==> config.mk <==
export PLATFORM = sky130hd
export DESIGN_NAME = kbc_hostregs
export DESIGN_NICKNAME = d
export VERILOG_FILES = /design/src/rtl/kbc_pkg.sv /design/src/rtl/kbc_ctrl.sv /design/src/rtl/kbc_dpath.sv /design/src/rtl/kbc_hostregs.sv
export SDC_FILE = /design/constraint.sdc
export NUM_CORES = 1
export LEC_CHECK = 0
export BUFFER_PORTS_ARGS = -buffer_cell sky130_fd_sc_hd__buf_2
export CAP_MARGIN = 10
export CORE_AREA = 10 10 53 85
export DETAILED_ROUTE_END_ITERATION = 10
export DIE_AREA = 0 0 63 95
export GPL_TIMING_DRIVEN = 1
export PLACE_DENSITY = 0.81
export SLEW_MARGIN = 20
export SYNTH_ARGS = -nofsm -noshare
export SYNTH_HDL_FRONTEND = slang
export SYNTH_SLANG_ARGS = --single-unit
==> constraint.sdc <==
create_clock -name clk -period 5 [get_ports clk]
set_clock_uncertainty 0.15 [all_clocks]
set_input_delay 1 -clock clk [delete_from_list [all_inputs] [get_ports clk]]
set_output_delay 1 -clock clk [all_outputs]
set_load 0.005 [all_outputs]
==> src/rtl/kbc_pkg.sv <==
package kbc_pkg;
  localparam int BW = 8;

  localparam logic [BW-1:0] CMD_RD_MODE  = 8'h20;
  localparam logic [BW-1:0] CMD_WR_MODE  = 8'h60;
  localparam logic [BW-1:0] CMD_AUX_OFF  = 8'hA7;
  localparam logic [BW-1:0] CMD_AUX_ON   = 8'hA8;
  localparam logic [BW-1:0] CMD_AUX_TST  = 8'hA9;
  localparam logic [BW-1:0] CMD_SELFTEST = 8'hAA;
  localparam logic [BW-1:0] CMD_KBD_TST  = 8'hAB;
  localparam logic [BW-1:0] CMD_KBD_OFF  = 8'hAD;
  localparam logic [BW-1:0] CMD_KBD_ON   = 8'hAE;
  localparam logic [BW-1:0] CMD_RD_IN    = 8'hC0;
  localparam logic [BW-1:0] CMD_WR_PORT  = 8'hD1;
  localparam logic [BW-1:0] CMD_WR_KQ    = 8'hD2;
  localparam logic [BW-1:0] CMD_WR_AQ    = 8'hD3;
  localparam logic [BW-1:0] CMD_WR_ADEV  = 8'hD4;

  localparam logic [BW-1:0] RESET_MODE = 8'h03;

  typedef enum logic [1:0] {SRC_MODE, SRC_CONST, SRC_DATA} src_e;

  typedef struct packed {
    logic           loadMode;
    logic           setSelf;
    logic           setCmd;
    logic           clrCmd;
    logic           setAuxDis;
    logic           clrAuxDis;
    logic           setKbdDis;
    logic           clrKbdDis;
    logic           pushKbd;
    logic           pushAux;
    logic           fwdKbd;
    logic           fwdAux;
    logic           wrPort;
    src_e           src;
    logic [BW-1:0]  constByte;
  } strobe_t;
endpackage

==> src/rtl/kbc_ctrl.sv <==
module kbc_ctrl
  import kbc_pkg::*;
(
  input  logic          clk,
  input  logic          rst_n,
  input  logic          hostWr,
  input  logic          hostSel,
  input  logic [BW-1:0] hostWdata,
  output strobe_t       stb
);
  logic [BW-1:0] pendCmd;
  logic cmdWrite, dataWrite, isArming;

  assign cmdWrite  = hostWr &&  hostSel;
  assign dataWrite = hostWr && !hostSel;
  assign isArming  = (hostWdata == CMD_WR_MODE) || (hostWdata == CMD_WR_PORT) ||
                     (hostWdata == CMD_WR_KQ)   || (hostWdata == CMD_WR_AQ)   ||
                     (hostWdata == CMD_WR_ADEV);

  always_ff @(posedge clk or negedge rst_n) begin
    if (!rst_n)                    pendCmd <= '0;
    else if (cmdWrite && isArming) pendCmd <= hostWdata;
    else if (dataWrite)            pendCmd <= '0;
  end

  always_comb begin
    stb = '0;
    stb.src = SRC_DATA;
    if (cmdWrite) begin
      stb.setCmd = 1'b1;
      unique case (hostWdata)
        CMD_RD_MODE:  begin stb.pushKbd = 1'b1; stb.src = SRC_MODE; end
        CMD_AUX_OFF:  stb.setAuxDis = 1'b1;
        CMD_AUX_ON:   stb.clrAuxDis = 1'b1;
        CMD_KBD_OFF:  stb.setKbdDis = 1'b1;
        CMD_KBD_ON:   stb.clrKbdDis = 1'b1;
        CMD_SELFTEST: begin
          stb.setSelf = 1'b1; stb.pushKbd = 1'b1;
          stb.src = SRC_CONST; stb.constByte = 8'h55;
        end
        CMD_AUX_TST, CMD_KBD_TST: begin
          stb.pushKbd = 1'b1; stb.src = SRC_CONST; stb.constByte = 8'h00;
        end
        CMD_RD_IN: begin
          stb.pushKbd = 1'b1; stb.src = SRC_CONST; stb.constByte = 8'h80;
        end
        default: ;
      endcase
    end else if (dataWrite) begin
      stb.clrCmd = 1'b1;
      unique case (pendCmd)
        CMD_WR_MODE: stb.loadMode = 1'b1;
        CMD_WR_PORT: stb.wrPort   = 1'b1;
        CMD_WR_KQ:   stb.pushKbd  = 1'b1;
        CMD_WR_AQ:   stb.pushAux  = 1'b1;
        CMD_WR_ADEV: stb.fwdAux   = 1'b1;
        default:     stb.fwdKbd   = 1'b1;
      endcase
    end
  end

  // any data write leaves nothing armed
  p_pend_clear_r4: assert property (@(posedge clk) disable iff (!rst_n)
    dataWrite |=> (pendCmd == '0));
  // a non-arming command keeps the armed target
  p_pend_keep_r4: assert property (@(posedge clk) disable iff (!rst_n)
    (cmdWrite && !isArming) |=> $stable(pendCmd));
endmodule

==> src/rtl/kbc_dpath.sv <==
module kbc_dpath
  import kbc_pkg::*;
(
  input  logic          clk,
  input  logic          rst_n,
  input  strobe_t       stb,
  input  logic          hostRd,
  input  logic          hostSel,
  input  logic [BW-1:0] hostWdata,
  input  logic          kbdHasData,
  input  logic          auxHasData,
  output logic [BW-1:0] rdData,
  output logic          kbdPush,
  output logic          auxPush,
  output logic          kbdFwd,
  output logic          auxFwd,
  output logic          outPortWr,
  output logic [BW-1:0] outByte,
  output logic          irqKbd,
  output logic          irqAux,
  output logic          xlatEn
);
  logic [BW-1:0] modeReg, statusNow;
  logic selfOk, cmdFlag, auxOnly;

  assign auxOnly   = auxHasData && !kbdHasData;
  assign statusNow = {2'b00, auxOnly, 1'b1, cmdFlag, selfOk, 1'b0, kbdHasData | auxHasData};
  assign irqKbd    = kbdHasData && modeReg[0] && !modeReg[4];
  assign irqAux    = auxOnly && modeReg[1];
  assign xlatEn    = modeReg[6];

  always_ff @(posedge clk or negedge rst_n) begin
    if (!rst_n) begin
      modeReg <= RESET_MODE;
      selfOk <= 1'b0; cmdFlag <= 1'b1;
      rdData <= '0; outByte <= '0;
      kbdPush <= 1'b0; auxPush <= 1'b0; kbdFwd <= 1'b0;
      auxFwd <= 1'b0; outPortWr <= 1'b0;
    end else begin
      kbdPush   <= stb.pushKbd;
      auxPush   <= stb.pushAux;
      kbdFwd    <= stb.fwdKbd;
      auxFwd    <= stb.fwdAux;
      outPortWr <= stb.wrPort;
      unique case (stb.src)
        SRC_MODE:  outByte <= modeReg;
        SRC_CONST: outByte <= stb.constByte;
        default:   outByte <= hostWdata;
      endcase
      if (stb.loadMode)       modeReg    <= hostWdata;
      else begin
        if (stb.setAuxDis)    modeReg[5] <= 1'b1;
        if (stb.clrAuxDis)    modeReg[5] <= 1'b0;
        if (stb.setKbdDis)    modeReg[4] <= 1'b1;
        if (stb.clrKbdDis)    modeReg[4] <= 1'b0;
      end
      if (stb.setSelf) selfOk  <= 1'b1;
      if (stb.setCmd)  cmdFlag <= 1'b1;
      if (stb.clrCmd)  cmdFlag <= 1'b0;
      if (hostRd && hostSel) rdData <= statusNow;
    end
  end

  p_one_strobe_r12: assert property (@(posedge clk) disable iff (!rst_n)
    $onehot0({kbdPush, auxPush, kbdFwd, auxFwd, outPortWr}));
  p_irq_prio_r8: assert property (@(posedge clk) disable iff (!rst_n)
    irqAux |-> !irqKbd);
  p_self_sticky_r6: assert property (@(posedge clk) disable iff (!rst_n)
    selfOk |=> selfOk);
  p_cmd_flag_r10: assert property (@(posedge clk) disable iff (!rst_n)
    stb.setCmd |=> cmdFlag);
  p_data_rd_r2: assert property (@(posedge clk) disable iff (!rst_n)
    (hostRd && !hostSel) |=> $stable(rdData));
endmodule

==> src/rtl/kbc_hostregs.sv <==
module kbc_hostregs
  import kbc_pkg::*;
(
  input  logic          clk,
  input  logic          rst_n,
  input  logic          hostWr,
  input  logic          hostRd,
  input  logic          hostSel,
  input  logic [BW-1:0] hostWdata,
  input  logic          kbdHasData,
  input  logic          auxHasData,
  output logic [BW-1:0] rdData,
  output logic          kbdPush,
  output logic          auxPush,
  output logic          kbdFwd,
  output logic          auxFwd,
  output logic          outPortWr,
  output logic [BW-1:0] outByte,
  output logic          irqKbd,
  output logic          irqAux,
  output logic          xlatEn
);
  strobe_t stb;

  kbc_ctrl u_ctrl (
    .clk(clk), .rst_n(rst_n), .hostWr(hostWr), .hostSel(hostSel),
    .hostWdata(hostWdata), .stb(stb)
  );

  kbc_dpath u_dpath (
    .clk(clk), .rst_n(rst_n), .stb(stb), .hostRd(hostRd), .hostSel(hostSel),
    .hostWdata(hostWdata), .kbdHasData(kbdHasData), .auxHasData(auxHasData),
    .rdData(rdData), .kbdPush(kbdPush), .auxPush(auxPush), .kbdFwd(kbdFwd),
    .auxFwd(auxFwd), .outPortWr(outPortWr), .outByte(outByte),
    .irqKbd(irqKbd), .irqAux(irqAux), .xlatEn(xlatEn)
  );

  // a keyboard-device forward only follows a data-port write
  p_fwd_src_r5: assert property (@(posedge clk) disable iff (!rst_n)
    kbdFwd |-> $past(hostWr && !hostSel));
endmodule

Yosys cells after proc, flatten, opt, wreduce, memory -nomap -nowiden --
Cells that the tools add are included.
Word-level totals: register bits after elaboration 36, bits of input ports 15
Cells by class: eq/ne operators 20, muxes and demuxes 34, bitwise operators 1, reductions and logical operators 23
Operators by type and width (number):
- $eq A8 B8 Y1 const B | 16
- $pmux W8 S2 | 2
- $mux W1 | 23
- $eq A8 B7 Y1 const B | 2
- $mux W8 | 2
- $mux W10 | 1
- $reduce_or A5 Y1 | 2
- $eq A8 B6 Y1 const B | 1
- $logic_and A1 B1 Y1 | 8
- $mux W4 | 2
- $reduce_bool A3 Y1 | 2
- $mux W5 | 1
- $logic_or A1 B1 Y1 | 4
- $mux W2 | 2
- $pmux W2 S2 | 1
- $reduce_bool A2 Y1 | 2
- $reduce_or A4 Y1 | 1
- $logic_not A1 Y1 | 3
- $eq A2 B1 Y1 const B | 1
- $logic_not A2 Y1 | 1
- $or A1 B1 Y1 | 1

Logic depth before layout (Yosys ltp) --
depth after elaboration 7, gate-level depth with buffers 6, depth with buffers taken out 4

By module --
A second synthesis with hierarchy kept.
Second synthesis, totals: cell total of the unflattened synthesis 176, area, all modules 1840.5 µm²
By module, submodules not included:
- kbc_dpath | instances 1, cells an instance 86, area an instance 1113.6 µm², seq. area each 704.4 µm²
- kbc_ctrl | instances 1, cells an instance 90, area an instance 726.9 µm², seq. area each 200.2 µm²

Worst setup path before layout --
No wires, ideal clock.
kind input -> register, start point in hostWdata[0], end point reg u_ctrl.pendCmd[0], library setup time 0.079 ns, arrival time 2.399 ns, path slack 2.372 ns, cell stages on the path 5, buffers on the path 1, path through buf_6 -> or4_4 -> or3_4 -> a21oi_4 -> mux2i_1
Between the ends: longest elaborated chain between the ends 7, elaborated cells on any way between the ends 12
RTL lines:
- from (decl) | RTL line kbc_hostregs.sv:9 | input logic [BW-1:0] hostWdata,
- $eq A8 B7 Y1 or $eq A8 B8 Y1 (tied branches) | RTL line kbc_ctrl.sv:16 | assign isArming = (hostWdata == CMD_WR_MODE) || (hostWdata == CMD_WR_PORT) ||
- $logic_or A1 B1 Y1 (2 in a row) | RTL line kbc_ctrl.sv:16
- $logic_or A1 B1 Y1 (2 in a row) | RTL line kbc_ctrl.sv:17 | (hostWdata == CMD_WR_KQ) || (hostWdata == CMD_WR_AQ) ||
- $logic_and A1 B1 Y1 | RTL line kbc_ctrl.sv:22 | else if (cmdWrite && isArming) pendCmd <= hostWdata;
- $mux W8 or $reduce_bool A2 Y1 (tied branches)
- to (signal assigned) | RTL line kbc_ctrl.sv:22
- to (decl) | RTL line kbc_ctrl.sv:11 | logic [BW-1:0] pendCmd;
Several ways; a longest one is shown, not always the timed one. A chain may end at the register's enable or synchronous reset.

Worst setup path in the final report --
start point in hostWdata[4], end point reg u_dpath.outByte[7]
Between the ends: longest elaborated chain between the ends 6, elaborated cells on any way between the ends 12
RTL lines:
- $eq A8 B8 Y1 | RTL line kbc_ctrl.sv:31 | unique case (hostWdata)
- $reduce_or A4 Y1 (no line)
- $pmux W2 S2 | RTL line kbc_ctrl.sv:31
- $mux W10 * | RTL line kbc_ctrl.sv:29 | if (cmdWrite) begin
- $eq A2 B1 Y1 or $logic_not A2 Y1 (tied branches) | RTL line kbc_dpath.sv:45 | unique case (stb.src)
- $pmux W8 S2 * | RTL line kbc_dpath.sv:45
- to (signal assigned) | RTL line kbc_dpath.sv:46 | SRC_MODE: outByte <= modeReg;
- to (signal assigned) | RTL line kbc_dpath.sv:47 | SRC_CONST: outByte <= stb.constByte;
- to (signal assigned) | RTL line kbc_dpath.sv:48 | default: outByte <= hostWdata;
- to (decl) | RTL line kbc_dpath.sv:18 | output logic [BW-1:0] outByte,
Mark *: on every way between the ends. The rest lies on a longest branch, timed or not.

==> qor.txt <==
CP max stage delay -> 0.89 ns
Syn Inst Count -> 159
vias in the first global route -> 1361
Hold Buf Count CTS -> 0
Commonest cells post-synth -> 33 x dfrtp_1, 21 x nand2_1, 10 x inv_1, 10 x nor2_1, 10 x o21ai_0
Setup CP Type -> input pin to register
H-tree depth -> 2
Syn Area/Cell -> 10.6 um^2
CP max stage cell -> nor4_2
most frequent cell after synthesis -> dfrtp_1
final hold slack -> 0.321 ns
fin cells -> 239
Main synth FF type -> dfrtp_1
area of placed instances -> 1870 um^2
Die H -> 95 um
register-to-register setup slack -> 3.04 ns
vias per inst -> 5.59
synthesis warning total -> 0
first-pass GRT wire length -> 6.38 mm
WP buf/inv -> 1
Total GRT Usage -> 13.5%
dpl ws -> 1.67 ns
Final setup viols -> 0
root buffer cell -> clkbuf_8
period utilization -> 61.4%
WL/cell -> 16.6 um
setup bufs post-CTS -> 0
die footprint -> 5990 um^2
Worst EP arrival -> 3.09 ns
flops & latches, synth -> 36
Max Root-Sink Buffers -> 2
Post-CTS Resized -> 0
Worst-Margin Slew -> 1.08 ns
fin crit period -> 3.07 ns
diode count -> 0
status -> finished, final reports clean
drt first pass iters -> 4
Synth area leaders -> dfrtp_1 49%, dfstp_2 4.7%, nand2_1 4.7%
Required @ worst endpoint -> 5.03 ns
Final Hold Violating Endpoints -> 0
setup tns final -> 0 ns
Remaining DRCs -> 0
Util after Layout -> 62.4%
peak fanout along the critical path -> 12
Leak -> 0.924 nW
Critical Path Start -> hostWdata[4]
Detailed Place HPWL -> 3.02 mm
Die W -> 63 um
via count -> 1337
Worst-path clk slew -> 0.07 ns
maximum clock rate -> 326 MHz
DP Cell Count -> 231
CTS tree -> built
area grow syn2layout -> 16.4%
remaining antenna violation count -> 0
largest net degree at the start of global routing -> 37
Final Power -> 0.563 mW
capturing element type of the critical path -> register
PortBufs -> 35
Routed WL -> 3.96 mm
clk_lat worst skew -> 0.29 ns
FF-to-FF End -> u_dpath.modeReg[7]$_DFFE_PN0P_
# fillers -> 269
crit path cell chain -> buf_2 -> or3b_2 -> nor4_2 -> a211oi_1 -> o32a_1
Synth area leader -> dfrtp_1
nets -> 210
clk sinks -> 36
asr flop ratio synth -> 100%
CTS buffer count -> 5
gr ovfl total -> 0
pwr/cell area -> 287 nW/um^2
RSZ-0062 raised after global routing -> no
area share of the largest cell type after synthesis -> 49.0%
Max Cap Viol -> 0
Slew HR -> 27.6%
total core area -> 3140 um^2
Max rail drop VDD -> 0.000188 V
Starting Density -> 53.6%
Synth cell types -> 46
R2R cell count -> 3
Final GP Congestion -> 0.875
number of flops mapped to enable cells by yosys -> 0
row cnt -> 27
startpoint types -> input pin
critical path depth -> 5
delay-heaviest family, CP -> simple AND/OR/NAND/NOR gates
initial antenna violation count -> 0
pins over their slew limit -> 0
cell area after layout -> 1960 um^2
register area share after synthesis -> 53.7%
I/O pin total -> 39
worst min path class -> register to register
Critical Path Sink -> u_dpath.outByte[7]$_DFF_PN0_
setup ws final -> 1.93 ns
FF-to-FF Start -> u_ctrl.pendCmd[2]$_DFFE_PN0P_
initial DRC count -> 45
Mapped Area -> 1690 um^2
share of post-route cells with drive strength above 1 -> 28.6%
state kept, by name (all words and copies together) (netlist names):
name               cells
u_dpath.selfOk         1
u_dpath.auxFwd         1
u_dpath.kbdPush        1
u_dpath.rdData         5
u_dpath.outPortWr      1
u_dpath.cmdFlag        1
u_dpath.modeReg        8
u_dpath.kbdFwd         1
u_dpath.outByte        8
u_ctrl.pendCmd         8
u_dpath.auxPush        1
per-layer routing:
layer | global-route usage, % | wire, um | vias to the layer above
li1 | - | - | 632
met1 | 12.8 | 1460 | 632
met2 | 23.0 | 2070 | 57
met3 | 4.98 | 268 | 16
met4 | 11.0 | 158 | 0
met5 | 0 | 0 | -
cells by family (layout without fill, tap and decap cells):
| logic type | count (synthesis) | count (layout) | synth area share (%) |
|---|---|---|---|
| compound gates | 28 | 28 | 11.7 |
| buf+inv | 18 | 53 | 5.20 |
| flops | 36 | 36 | 53.7 |
| mux | 10 | 10 | 6.24 |
| other cells | 1 | 3 | 0.223 |
| simple gates | 66 | 66 | 23.0 |
where the power goes:
group,internal (mW),switching (mW)
Clock,0.112,0.0953
Combinational,0.0192,0.0316
Sequential,0.301,0.00372
Total,0.433,0.131
worst min path at each step:
| stage | startpoint | endpoint | slack, ns | cells past startpoint |
|---|---|---|---|---|
| finish | u_dpath.selfOk$_DFFE_PN0P_ | u_dpath.selfOk$_DFFE_PN0P_ | 0.32 | 1 |
| global route | u_dpath.selfOk$_DFFE_PN0P_ | u_dpath.selfOk$_DFFE_PN0P_ | 0.35 | 1 |
| CTS | u_dpath.selfOk$_DFFE_PN0P_ | u_dpath.selfOk$_DFFE_PN0P_ | 0.33 | 1 |
| detailed placement | u_dpath.selfOk$_DFFE_PN0P_ | u_dpath.selfOk$_DFFE_PN0P_ | 0.31 | 1 |
| global placement | u_dpath.rdData[4]$_DFFE_PN0P_ | u_dpath.rdData[4]$_DFFE_PN0P_ | 0.29 | 1 |
| floorplan | u_dpath.selfOk$_DFFE_PN0P_ | u_dpath.selfOk$_DFFE_PN0P_ | 0.29 | 1 |
layout make-up:
cell class,instances,area [um^2],share of cell area (%)
well taps,43,53.8,2.74
repair buffers,35,175,8.93
multi-input cells,107,701,35.7
flip-flops and latches,36,905,46.1
inverters,10,37.5,1.91
clock buffers,8,90.1,4.59
layout by cell type, fill, tap and decap left out, types with 5 or more instances in the layout:
master    netlist  layout
nand2_1        21      21
nor2_1         10      10
dfrtp_1        33      33
inv_1          10      10
buf_2           1      35
o21ai_0        10      10
mux2i_1         6       6
nand2b_1        5       5
clkbuf_8        0       6
Note: power is estimated with default switching activity, not from simulation.
